==> src/rtl/dma_irq_pkg.sv <==
package dma_irq_pkg;

    // A finished descriptor raises its channel flag when it asked for
    // notification, or when it ends the chain.
    function automatic logic done_event(input logic valid,
                                        input logic link,
                                        input logic notify);
        return valid && (notify || !link);
    endfunction

endpackage

==> src/rtl/dma_irq_event.sv <==
module dma_irq_event #(
    parameter int NUM_CH = 4,
    localparam int FW = NUM_CH + 1
) (
    input  logic [NUM_CH-1:0] cmpl_valid,
    input  logic [NUM_CH-1:0] cmpl_link,
    input  logic [NUM_CH-1:0] cmpl_notify,
    input  logic              err_pulse,
    output logic [FW-1:0]     set_evt,
    output logic [NUM_CH-1:0] link_load
);
    import dma_irq_pkg::*;

    for (genvar ch = 0; ch < NUM_CH; ch++) begin : g_ch
        always_comb begin
            set_evt[ch]   = done_event(cmpl_valid[ch], cmpl_link[ch], cmpl_notify[ch]);
            link_load[ch] = cmpl_valid[ch] && cmpl_link[ch];
        end
    end

    always_comb set_evt[NUM_CH] = err_pulse;

endmodule

==> src/rtl/dma_irq_regs.sv <==
module dma_irq_regs #(
    parameter int FW = 5
) (
    input  logic          clk,
    input  logic          rst_n,
    input  logic [FW-1:0] set_evt,
    input  logic          clr_we,
    input  logic [FW-1:0] clr_data,
    input  logic          set_we,
    input  logic [FW-1:0] set_data,
    input  logic          en_we,
    input  logic [FW-1:0] en_data,
    output logic [FW-1:0] flags_q,
    output logic [FW-1:0] en_q
);
    typedef struct packed {
        logic [FW-1:0] flags;
        logic [FW-1:0] en;
    } regs_t;

    regs_t r_d, r_q;
    logic [FW-1:0] clr_mask_d, force_mask_d;

    always_comb begin
        clr_mask_d   = clr_we ? clr_data : '0;
        force_mask_d = set_we ? set_data : '0;
        r_d          = r_q;
        // Set sources are ORed in after the clear, so a set always wins.
        r_d.flags    = (r_q.flags & ~clr_mask_d) | set_evt | force_mask_d;
        if (en_we) r_d.en = en_data;
    end

    always_ff @(posedge clk or negedge rst_n) begin
        if (!rst_n) r_q <= '0;
        else        r_q <= r_d;
    end

    assign flags_q = r_q.flags;
    assign en_q    = r_q.en;

    for (genvar b = 0; b < FW; b++) begin : g_chk
        assert_set_wins_R8: assert property (@(posedge clk) disable iff (!rst_n)
            (set_evt[b] || (set_we && set_data[b])) |=> flags_q[b]);
        assert_clear_R7: assert property (@(posedge clk) disable iff (!rst_n)
            (clr_we && clr_data[b] && !set_evt[b] && !(set_we && set_data[b])) |=> !flags_q[b]);
        assert_hold_R7: assert property (@(posedge clk) disable iff (!rst_n)
            (!(clr_we && clr_data[b]) && flags_q[b]) |=> flags_q[b]);
    end

endmodule

==> src/rtl/dma_irq_combine.sv <==
module dma_irq_combine #(
    parameter int FW = 5
) (
    input  logic          clk,
    input  logic          rst_n,
    input  logic [FW-1:0] flags_q,
    input  logic [FW-1:0] en_q,
    output logic          irq_q
);
    logic irq_d;
    logic pending;

    always_comb begin
        pending = |(flags_q & en_q);
        irq_d   = pending;
    end

    always_ff @(posedge clk or negedge rst_n) begin
        if (!rst_n) irq_q <= 1'b0;
        else        irq_q <= irq_d;
    end

    assert_irq_rise_R10: assert property (@(posedge clk) disable iff (!rst_n)
        pending |=> irq_q);
    assert_irq_fall_R11: assert property (@(posedge clk) disable iff (!rst_n)
        !pending |=> !irq_q);

endmodule

==> src/rtl/dma_irq_flags.sv <==
module dma_irq_flags #(
    parameter int NUM_CH = 4,
    localparam int FW = NUM_CH + 1
) (
    input  logic              clk,
    input  logic              rst_n,
    input  logic [NUM_CH-1:0] cmpl_valid,
    input  logic [NUM_CH-1:0] cmpl_link,
    input  logic [NUM_CH-1:0] cmpl_notify,
    input  logic              err_pulse,
    input  logic              clr_we,
    input  logic [FW-1:0]     clr_data,
    input  logic              set_we,
    input  logic [FW-1:0]     set_data,
    input  logic              en_we,
    input  logic [FW-1:0]     en_data,
    output logic [FW-1:0]     flags,
    output logic [FW-1:0]     enables,
    output logic [NUM_CH-1:0] link_load,
    output logic              irq
);
    logic [FW-1:0] set_evt;

    dma_irq_event #(.NUM_CH(NUM_CH)) u_event (
        .cmpl_valid (cmpl_valid),
        .cmpl_link  (cmpl_link),
        .cmpl_notify(cmpl_notify),
        .err_pulse  (err_pulse),
        .set_evt    (set_evt),
        .link_load  (link_load)
    );

    dma_irq_regs #(.FW(FW)) u_regs (
        .clk     (clk),
        .rst_n   (rst_n),
        .set_evt (set_evt),
        .clr_we  (clr_we),
        .clr_data(clr_data),
        .set_we  (set_we),
        .set_data(set_data),
        .en_we   (en_we),
        .en_data (en_data),
        .flags_q (flags),
        .en_q    (enables)
    );

    dma_irq_combine #(.FW(FW)) u_comb (
        .clk    (clk),
        .rst_n  (rst_n),
        .flags_q(flags),
        .en_q   (enables),
        .irq_q  (irq)
    );

    for (genvar ch = 0; ch < NUM_CH; ch++) begin : g_chk
        assert_notify_sets_R2: assert property (@(posedge clk) disable iff (!rst_n)
            (cmpl_valid[ch] && cmpl_notify[ch]) |=> flags[ch]);
        assert_chain_quiet_R3: assert property (@(posedge clk) disable iff (!rst_n)
            (cmpl_valid[ch] && cmpl_link[ch] && !cmpl_notify[ch] && !flags[ch]
             && !(set_we && set_data[ch])) |=> !flags[ch]);
        assert_last_sets_R4: assert property (@(posedge clk) disable iff (!rst_n)
            (cmpl_valid[ch] && !cmpl_link[ch]) |=> flags[ch]);
        assert_no_stray_load_R5: assert property (@(posedge clk) disable iff (!rst_n)
            !cmpl_valid[ch] |-> !link_load[ch]);
    end

    assert_err_sets_R6: assert property (@(posedge clk) disable iff (!rst_n)
        err_pulse |=> flags[NUM_CH]);

endmodule

==> config.mk <==
export PLATFORM = sky130hd
export DESIGN_NAME = dma_irq_flags
export DESIGN_NICKNAME = d
export VERILOG_FILES = /design/src/rtl/dma_irq_pkg.sv /design/src/rtl/dma_irq_event.sv /design/src/rtl/dma_irq_regs.sv /design/src/rtl/dma_irq_combine.sv /design/src/rtl/dma_irq_flags.sv
export SDC_FILE = /design/constraint.sdc
export NUM_CORES = 1
export LEC_CHECK = 0
export BUFFER_PORTS_ARGS = -buffer_cell sky130_fd_sc_hd__buf_2
export CAP_MARGIN = 20
export CELL_PAD_IN_SITES_DETAIL_PLACEMENT = 0
export CELL_PAD_IN_SITES_GLOBAL_PLACEMENT = 1
export CORE_MARGIN = 3
export CORE_UTILIZATION = 25
export CTS_BUF_LIST = sky130_fd_sc_hd__clkbuf_16
export DETAILED_ROUTE_END_ITERATION = 7
export PLACE_DENSITY = 0.81
export SYNTH_ARGS = -nofsm -noshare
export SYNTH_HDL_FRONTEND = slang
export SYNTH_SLANG_ARGS = --single-unit
==> constraint.sdc <==
create_clock -name clk -period 1.3 [get_ports clk]
set_input_delay 0.195 -clock clk [delete_from_list [all_inputs] [get_ports clk]]
set_output_delay 0.195 -clock clk [all_outputs]
set_load 0.01 [all_outputs]
==> results of run 1 <==
[cells by family after synthesis]
kind of cell	count (synthesis)	synth area share, %
flip-flops	11	56.6
AND/OR/NAND/NOR	10	11.8
AO/OA/AOI/OAI	11	20.1
multiplexers	5	11.6
[cell usage in the layout, fill, tap and decap left out]
cell           instances
buf_2                 47
dfrtp_1               11
a221o_1                5
mux2_2                 5
nand2b_1               4
a21boi_1               4
and2_1                 4
clkbuf_16              3
nand2_1                2
a222oi_1               1
a22oi_1                1
inv_1                  1
dlygate4sd3_1          1
[metrics by stage]
stage / cells / total power (W) / utilization (%) / hold WS [ns] / setup WS (ns)
floorplan: 37 / 0.000466 / - / -0.101 / 0.380
finish: 114 / 0.00110 / 47.2 / 0.162 / 0.321
detailed placement: 109 / 0.000572 / 42.2 / 0.0741 / 0.348
CTS: 114 / 0.00112 / 47.2 / 0.161 / 0.314
global placement: 109 / 0.000570 / 42.2 / 0.0747 / 0.401
global route: 114 / 0.00116 / 47.2 / 0.171 / 0.293
[state kept, by name, summed over array words and instances (netlist names)]
name,flops
u_regs.en_q,5
u_regs.flags_q,5
u_comb.irq_q,1
[layer usage]
metal | share of wire [%] | global-route usage [%]
met2 | 45 | 17.0
met1 | 42 | 13.3
met4 | 0.84 | 5.53
met5 | 0 | 0
met3 | 12 | 4.23
[power by group through the flow]
stage | combinational (W) | clock (W) | sequential (W)
after floorplan | 0.0000555 | 0 | 0.000411
after global placement | 0.000171 | 0 | 0.000399
after detailed placement | 0.000173 | 0 | 0.000400
after CTS | 0.000175 | 0.000551 | 0.000395
after global routing | 0.000190 | 0.000571 | 0.000399
final | 0.000171 | 0.000537 | 0.000395
[final cells by class]
cell class,instances,area [µm²],share of cell area [%]
clock buffer,3,75.1,8.92
sequential,11,275,32.7
clock inverter,1,3.75,0.446
tap,25,31.3,3.71
multi-input combinational,26,211,25.1
timing repair buffer,48,245,29.1
[how the worst max path moves through the flow]
| stage | start | endpoint |
|---|---|---|
| floorplan | u_regs.en_q[0] | u_comb.irq_q |
| global placement | u_regs.flags_q[3] | u_regs.flags_q[3] |
| detailed placement | u_regs.en_q[0] | u_comb.irq_q |
| CTS | u_regs.flags_q[3] | flags[3] |
| global route | u_regs.flags_q[3] | flags[3] |
| finish | u_regs.flags_q[3] | flags[3] |
[repair_timing]
item                                    4_1_cts  5_1_grt
endpoints found under the setup margin        0        0
hold endpoints to repair                     11        0
hold buffers                                  1        0
==> out/results.tsv, run 1 <==
stage	metric	value	unit
global_route	Total Routing Usage GR	11.0	%
synth	Post-Syn Instances	37	
setup_path	CP Cell Sequence	buf_2	
global_route	antenna violations before repair	0	
power	clock power share	48.7	%
detailed_routing	drt pass-1 iters	4	
detailed_routing	initial drt markers	9	
synth	ys flop type	dfrtp_1	
cells_and_area	filler cell count	190	
clock_tree	clock sink count	11	
setup_path	Crit. End Element	output port	
die	Die Height	50.1	µm
sta	Fin Setup TNS	0	ns
min_path	cell depth of the worst hold path	2	
clock_tree	Post-CTS Resized	0	
sta	endpoints failing setup	0	
min_path	worst hold path type	in -> reg	
clock_tree	post-CTS setup buffer count	0	
sta	f_max	1020	MHz
clock_tree	Skew-Pair Late Insertion Delay	0.23	ns
placement	gpl congestion	0.608	
setup_path	CP Launch Type	flip-flop	
setup_path	setup slack, reg-to-reg	0.37	ns
run_status	run status	finished, final reports clean	
synth	post-synthesis register bit count	11	
min_path	Worst Hold Path EP	u_regs.flags_q[4]	
sta	fin crit share	75.3	%
detailed_routing	DR DRC count	0	
synth	sequential area share after synthesis	56.6	%
die	Horiz. Die Dim	50.1	µm
detailed_routing	Vias per Instance	4.50	
setup_path	max incr delay on CP	0.40	ns
die	Initial Util	27.3	%
power	Int Pwr	0.000875	W
sta	Final Hold Fails	0	
setup_path	crit path max fanout	3	
power	PwrDens	1310	mW/mm²
setup_path	delay-heaviest family, CP	flip-flops	
synth	Synth async-reset ratio	100	%
placement	Placed Area	753	µm²
cells_and_area	Final Instance Area	842	µm²
detailed_routing	WL/cell	11.5	µm
detailed_routing	Post-DRT Antenna Nets	0	
power	share of total power in combinational logic	15.5	%
placement	I/O Buffers	47	
sta	Worst Clk Skew	0.00108	ns
sta	Final Critical Period	0.979	ns
detailed_routing	wirelength, routed	1.31	mm
sta	max-slew violations	0	
sta	Slew HR	81.2	%
synth	mean area per synthesized cell	13.2	µm²
clock_tree	clk slew on worst S/H paths	0.04	ns
clock_tree	Root Driver	clkbuf_16	
synth	top cells by area, synth	dfrtp_1, mux2_2, a221o_1	
power	Seq pwr share	35.8	%
setup_path	RR Startpoint	u_regs.en_q[0]	
sta	Least-Margin Pin Slew	0.281	ns
synth	most numerous cell in the Yosys netlist	dfrtp_1	
global_route	largest net degree at the start of global routing	12	
detailed_routing	Vias	513	
clock_tree	Clock Path Buffers	2	
power	Switching Share	20.7	%
cells_and_area	Ant. Diodes	0	
sta	RSZ-0062 raised after global routing	no	
flow_run	max-cap viol count	0	
clock_tree	CTS tree	built	
clock_tree	H-tree levels	1	
die	I/O pin count	48	
synth	YS warnings	0	
synth	share of the synthesized area in the top cell type	56.6	%
setup_path	CP Class	reg -> out	
synth	Mapped Area	487	µm²
die	Die Area	0.00251	mm²
cells_and_area	synth-to-layout area growth	73.0	%
setup_path	crit path DAT	0.78	ns
global_route	GRT overflow	0	
global_route	first-pass GRT wire length	2.03	mm
power	peak supply drop	657	µV
power	Lkg Pwr	0.417	nW
synth	area leader, netlist	dfrtp_1	
setup_path	Crit Reg-Reg Endpoint	u_comb.irq_q	
setup_path	Worst Path Required	1.11	ns
setup_path	critical path depth in cells	1	
die	core area	0.00178	mm²
global_route	vias in the first global route	469	
die	num rows	15	
cells_and_area	share of layout cells above drive strength 1	61.8	%
cells_and_area	Final nets	123	
setup_path	crit path buf inv count	1	
min_path	Hold Startpoint	err_pulse	
synth	Synth cell types	9	
synth	synth cell count leaders	dfrtp_1, a221o_1, mux2_2	
synth	syn nets	70	
setup_path	worst reg2reg path depth	2	
clock_tree	CTS buffer count	3	
synth	Post-synth EDFFs	0	
setup_path	slowest cell on the critical path	dfrtp_1	
power	net load switching power	0.000229	W
No activity file was read; power rests on OpenSTA's default activity.
==> run 2, diff against run 1 <==
--- a/config.mk
+++ b/config.mk
@@ -10,10 +10,10 @@
 export CELL_PAD_IN_SITES_DETAIL_PLACEMENT = 0
 export CELL_PAD_IN_SITES_GLOBAL_PLACEMENT = 1
 export CORE_MARGIN = 3
-export CORE_UTILIZATION = 25
+export CORE_UTILIZATION = 23
 export CTS_BUF_LIST = sky130_fd_sc_hd__clkbuf_16
 export DETAILED_ROUTE_END_ITERATION = 7
-export PLACE_DENSITY = 0.81
+export PLACE_DENSITY = 0.76
 export SYNTH_ARGS = -nofsm -noshare
 export SYNTH_HDL_FRONTEND = slang
 export SYNTH_SLANG_ARGS = --single-unit
==> constraint.sdc (replaced) <==
create_clock -name clk -period 0.95 [get_ports clk]
set_input_delay 0.1425 -clock clk [delete_from_list [all_inputs] [get_ports clk]]
set_output_delay 0.1425 -clock clk [all_outputs]
set_load 0.01 [all_outputs]
==> out/results.tsv, run 2 (synthesis results as in run 1) <==
stage	metric	value	unit
setup_path	crit path DAT	1.04	ns
setup_path	crit path max fanout	3	
clock_tree	post-CTS setup buffer count	0	
die	core area	0.00198	mm²
clock_tree	H-tree levels	1	
clock_tree	CTS buffer count	3	
sta	RSZ-0062 raised after global routing	yes	
power	peak supply drop	982	µV
setup_path	Crit. End Element	flip-flop	
sta	Final Critical Period	0.931	ns
setup_path	CP Class	reg -> reg	
detailed_routing	drt pass-1 iters	4	
cells_and_area	Ant. Diodes	0	
detailed_routing	Vias	499	
cells_and_area	synth-to-layout area growth	73.5	%
placement	Placed Area	756	µm²
cells_and_area	Final Instance Area	845	µm²
sta	WHS	0.0991	ns
clock_tree	clk slew on worst S/H paths	0.04	ns
detailed_routing	Post-DRT Antenna Nets	0	
global_route	Total Routing Usage GR	10.9	%
power	Int Pwr	0.00120	W
power	Seq pwr share	35.5	%
die	Die Area	0.00270	mm²
cells_and_area	most frequent cells in the layout	buf_2, dfrtp_1, a221o_1, mux2_2	
power	Switching Share	21.6	%
clock_tree	CTS tree	built	
detailed_routing	WL/cell	12.2	µm
detailed_routing	DR DRC count	0	
power	share of total power in combinational logic	15.5	%
min_path	worst hold path type	in -> reg	
global_route	vias in the first global route	438	
clock_tree	clock sink count	11	
global_route	first-pass GRT wire length	1.99	mm
global_route	antenna violations before repair	0	
setup_path	max incr delay on CP	0.40	ns
placement	I/O Buffers	47	
setup_path	slowest cell on the critical path	dfrtp_1	
flow_run	max-cap viol count	0	
cells_and_area	most common cell after layout, fill and taps aside	buf_2	
detailed_routing	Vias per Instance	4.30	
run_status	run status	finished, final reports clean	
die	num rows	16	
clock_tree	Clock Path Buffers	2	
global_route	largest net degree at the start of global routing	12	
sta	max-slew violations	0	
cells_and_area	Core Util, Final	42.6	%
power	net load switching power	0.000330	W
die	Initial Util	24.6	%
sta	Slew HR	83.1	%
sta	Least-Margin Pin Slew	0.254	ns
setup_path	CP Launch Type	flip-flop	
sta	Worst Clk Skew	0.000282	ns
die	I/O pin count	48	
setup_path	CP Cell Sequence	a222oi_1, nand2_1	
die	Horiz. Die Dim	52	µm
clock_tree	Root Driver	clkbuf_16	
sta	f_max	1070	MHz
cells_and_area	share of layout cells above drive strength 1	61.8	%
die	Die Height	52	µm
detailed_routing	initial drt markers	5	
cells_and_area	Final nets	123	
power	Lkg Pwr	0.417	nW
clock_tree	Skew-Pair Late Insertion Delay	0.24	ns
sta	fin crit share	98.0	%
detailed_routing	wirelength, routed	1.41	mm
global_route	GRT overflow	0	
sta	Final Hold Fails	0	
sta	endpoints failing setup	0	
power	clock power share	49.0	%
placement	gpl congestion	0.565	
power	PwrDens	1810	mW/mm²
cells_and_area	filler cell count	211	
setup_path	Worst Path Required	1.06	ns
## run 2: power by group through the flow
| stage | combinational [W] | clock [W] | sequential, W |
|---|---|---|---|
| after floorplan | 0.0000760 | 0 | 0.000562 |
| after global placement | 0.000235 | 0 | 0.000546 |
| after detailed placement | 0.000237 | 0 | 0.000547 |
| after CTS | 0.000242 | 0.000769 | 0.000542 |
| after global routing | 0.000261 | 0.000801 | 0.000548 |
| final | 0.000237 | 0.000749 | 0.000542 |
## run 2: final cells by class
cell class | count | area (µm²) | share of cell area, %
Sequential cell | 11 | 275 | 32.6
Clock buffer | 3 | 75.1 | 8.89
Tap cell | 27 | 33.8 | 4.00
Clock inverter | 1 | 3.75 | 0.444
Multi-Input combinational cell | 26 | 211 | 25.0
Timing Repair Buffer | 48 | 245 | 29.0
## run 2: through the flow
| stage | setup WS (ns) | std cells | TNS (ns) | total power [W] |
|---|---|---|---|---|
| CTS | 0.0105 | 116 | 0 | 0.00155 |
| finish | 0.0193 | 116 | 0 | 0.00153 |
| detailed placement | 0.0458 | 111 | 0 | 0.000784 |
| floorplan | 0.0304 | 37 | 0 | 0.000638 |
| global placement | 0.0411 | 111 | 0 | 0.000780 |
| global route | -0.0448 | 116 | -0.0487 | 0.00161 |
## run 2: path summary, 6_finish.rpt
path | startpoint | endpoint | slack [ns] | depth (start not counted)
max in group asynchronous | rst_n | u_regs.flags_q[2] | 0.44 | 2
worst min register to register | u_regs.en_q[0] | u_regs.en_q[0] | 0.53 | 1
worst max-delay path | u_regs.flags_q[0] | u_comb.irq_q | 0.02 | 2
worst max register to register | u_regs.flags_q[0] | u_comb.irq_q | 0.02 | 2
min in group asynchronous | rst_n | u_regs.en_q[3] | 0.31 | 2
worst min-delay path | err_pulse | u_regs.flags_q[4] | 0.1 | 2
## run 2: timing repair
item	4_1_cts	5_1_grt
endpoints found under the hold margin	11	0
hold buffers	1	0
setup endpoints to repair	0	3
resized for setup	0	0
## run 2: metal layers
| metal | GRT usage (%) | share of wire (%) | vias to the layer above |
|---|---|---|---|
| met4 | 7.86 | 1.1 | 0 |
| met2 | 16.1 | 47 | 34 |
| met1 | 12.5 | 39 | 218 |
| met5 | 0 | 0 | - |
| met3 | 4.58 | 14 | 2 |
| li1 | - | - | 245 |
## run 2: worst max-delay path, delay by kind of cell, from the launching register on
kind / cells / cell delay (ns)
AO/OA/AOI/OAI: 1 / 0.31
AND/OR/NAND/NOR: 1 / 0.10
flip-flops: 1 / 0.40
==> run 3, diff against run 2 <==
--- a/config.mk
+++ b/config.mk
@@ -5,15 +5,15 @@
 export SDC_FILE = /design/constraint.sdc
 export NUM_CORES = 1
 export LEC_CHECK = 0
+export ABC_AREA = 1
 export BUFFER_PORTS_ARGS = -buffer_cell sky130_fd_sc_hd__buf_2
-export CAP_MARGIN = 20
 export CELL_PAD_IN_SITES_DETAIL_PLACEMENT = 0
 export CELL_PAD_IN_SITES_GLOBAL_PLACEMENT = 1
 export CORE_MARGIN = 3
 export CORE_UTILIZATION = 23
 export CTS_BUF_LIST = sky130_fd_sc_hd__clkbuf_16
 export DETAILED_ROUTE_END_ITERATION = 7
-export PLACE_DENSITY = 0.76
+export PLACE_DENSITY = 0.78
 export SYNTH_ARGS = -nofsm -noshare
 export SYNTH_HDL_FRONTEND = slang
 export SYNTH_SLANG_ARGS = --single-unit
==> out/results.tsv, run 3 <==
stage	metric	value	unit
cells_and_area	final cell count without fillers	157	
synth	most numerous cell in the Yosys netlist	nand2_1	
sta	Slew HR	82.7	%
sta	f_max	1080	MHz
synth	Mapped Area	551	µm²
synth	top cells by area, synth	dfrtp_1, nand2_1, inv_1	
synth	Synth Area in Simple Gates	31.6	%
setup_path	slowest cell on the critical path	dfrtp_1	
min_path	worst hold path type	in -> reg	
power	Lkg Pwr	0.562	nW
detailed_routing	DR DRC count	0	
synth	Synth cell types	9	
flow_run	max-cap viol count	0	
synth	Post-Syn Instances	78	
detailed_routing	wirelength, routed	1.46	mm
sta	Final Hold Fails	0	
cells_and_area	most common cell after layout, fill and taps aside	buf_2	
sta	Final Critical Period	0.926	ns
cells_and_area	Ant. Diodes	0	
clock_tree	Root Driver	clkbuf_16	
clock_tree	CTS tree	built	
setup_path	max incr delay on CP	0.40	ns
synth	YS warnings	0	
detailed_routing	initial drt markers	1	
detailed_routing	Post-DRT Antenna Nets	0	
synth	largest family of logic cells by synthesized area	simple AND/OR/NAND/NOR gates	
global_route	GRT overflow	0	
sta	endpoints failing setup	0	
synth	share of the synthesized area in the top cell type	50.0	%
die	core area	0.00223	mm²
sta	Least-Margin Pin Slew	0.260	ns
die	I/O pin count	48	
die	Die Height	54.9	µm
global_route	largest net degree at the start of global routing	12	
die	Die Area	0.00302	mm²
cells_and_area	Final nets	163	
setup_path	crit path max fanout	3	
setup_path	CP Launch Type	flip-flop	
die	Initial Util	24.6	%
die	Horiz. Die Dim	54.9	µm
power	peak supply drop	969	µV
setup_path	CP Class	reg -> out	
synth	Synth Area in Adders	0	%
setup_path	delay-heaviest family, CP	flip-flops	
detailed_routing	Vias per Instance	4.03	
sta	Fin Setup TNS	0	ns
synth	sequential area share after synthesis	50.0	%
sta	max-slew violations	0	
placement	Post-DP HPWL	1.24	mm
clock_tree	Skew-Pair Late Insertion Delay	0.23	ns
cells_and_area	share of layout cells above drive strength 1	39.5	%
setup_path	CP Cell Sequence	buf_2	
clock_tree	Clock Path Buffers	2	
synth	area leader, netlist	dfrtp_1	
clock_tree	Post-CTS Resized	0	
synth	ys flop type	dfrtp_1	
detailed_routing	Vias	632	
synth	multiplexer share of the synthesized area	0	%
synth	Synth async-reset ratio	100	%
setup_path	Worst Path Required	0.81	ns
global_route	antenna violations before repair	0	
power	PwrDens	1710	mW/mm²
global_route	Total Routing Usage GR	11.6	%
synth	mean area per synthesized cell	7.06	µm²
die	num rows	17	
setup_path	Crit. End Element	output port	
clock_tree	H-tree levels	1	
global_route	first-pass GRT wire length	2.43	mm
synth	Post-synth EDFFs	0	
placement	DP Cell Count	152	
placement	gpl congestion	0.685	
synth	synth cell count leaders	nand2_1, inv_1, dfrtp_1	
sta	RSZ-0062 raised after global routing	no	
placement	I/O Buffers	47	
synth	syn nets	111	
synth	post-synthesis compound-gate area fraction	6.14	%
setup_path	crit path DAT	0.78	ns
setup_path	crit path buf inv count	1	
detailed_routing	drt pass-1 iters	2	
sta	Worst Clk Skew	0.000307	ns
cells_and_area	synth-to-layout area growth	63.2	%
clock_tree	CTS buffer count	3	
synth	XOR/XNOR share of the synthesized area	0	%
detailed_routing	WL/cell	9.32	µm
sta	fin crit share	97.5	%
clock_tree	clk slew on worst S/H paths	0.04	ns
synth	post-synthesis register bit count	11	
cells_and_area	Final Instance Area	898	µm²
placement	Placed Area	810	µm²
clock_tree	clock sink count	11	
global_route	vias in the first global route	589	
run_status	run status	finished, final reports clean	
cells_and_area	most frequent cells in the layout	buf_2, nand2_1, inv_1, dfrtp_1	
==> run 3: cell types whose count changed after synthesis, sizes merged, moves of 4 or more <==
cell	previous run	this run
nand2	2	40
inv	0	15
a221o	5	0
mux2	5	0
o21ai	0	5
a21boi	4	0
and2	4	0
nand2b	4	0
nand3	0	4
==> run 3: path summary, 6_finish.rpt <==
kind | startpoint | endpoint | slack [ns] | depth (start not counted)
worst max-delay path | u_regs.flags_q[0] | flags[0] | 0.02 | 1
worst min-delay path | err_pulse | u_regs.flags_q[4] | 0.09 | 3
worst max register to register | u_regs.flags_q[2] | u_comb.irq_q | 0.21 | 4
worst min register to register | u_regs.flags_q[1] | u_regs.flags_q[1] | 0.51 | 2
max in group asynchronous | rst_n | u_regs.flags_q[3] | 0.43 | 2
min in group asynchronous | rst_n | u_regs.en_q[0] | 0.31 | 2
==> run 3: tightest hold or removal path: stages <==
cell	delay (ns)
buf_2	0.07
a21oi_1	0.03
nand2_1	0.04
==> run 3: stage by stage <==
step                hold WS (ns)  total power, W  setup WS, ns  utilization, %
global route               0.113         0.00163       0.00272            40.2
global placement          0.0224        0.000797         0.228            36.2
CTS                       0.0867         0.00157        0.0161            40.2
detailed placement        0.0277        0.000801         0.203            36.2
floorplan                 -0.153        0.000657         0.198               -
finish                    0.0895         0.00154        0.0239            40.2
==> run 3: layout make-up <==
| cell class | count | area, µm² |
|---|---|---|
| Clock buffer | 3 | 75.1 |
| Clock inverter | 1 | 3.75 |
| Fill cell | 254 | 1340 |
| Inverter | 15 | 56.3 |
| Multi-Input combinational cell | 51 | 208 |
| Sequential cell | 11 | 275 |
| Tap cell | 28 | 35.0 |
| Timing Repair Buffer | 48 | 245 |
==> run 3: power by group <==
group          switching, W  internal (W)
Clock              0.000196      0.000551
Combinational      0.000130      0.000122
Sequential        0.0000284      0.000510
==> run 3: cells by family (layout without fill, tap and decap cells) <==
kind of cell / after synthesis / in the layout
AOI/OAI and AO/OA: 6 / 6
DFF: 11 / 11
buffers and inverters: 16 / 67
and+or+nand+nor: 45 / 45
==> run 3: layer usage <==
layer	vias to the layer above	global-route usage [%]	wire length (µm)
met2	35	18.3	646
met4	0	7.29	32
li1	332	-	-
met3	4	4.02	184
met1	261	13.3	599
met5	-	0	0
==> run 3: what timing repair did <==
item                      4_1_cts  5_1_grt
hold buffers                    1        0
buffers inserted                0        0
hold endpoints to repair       11        0
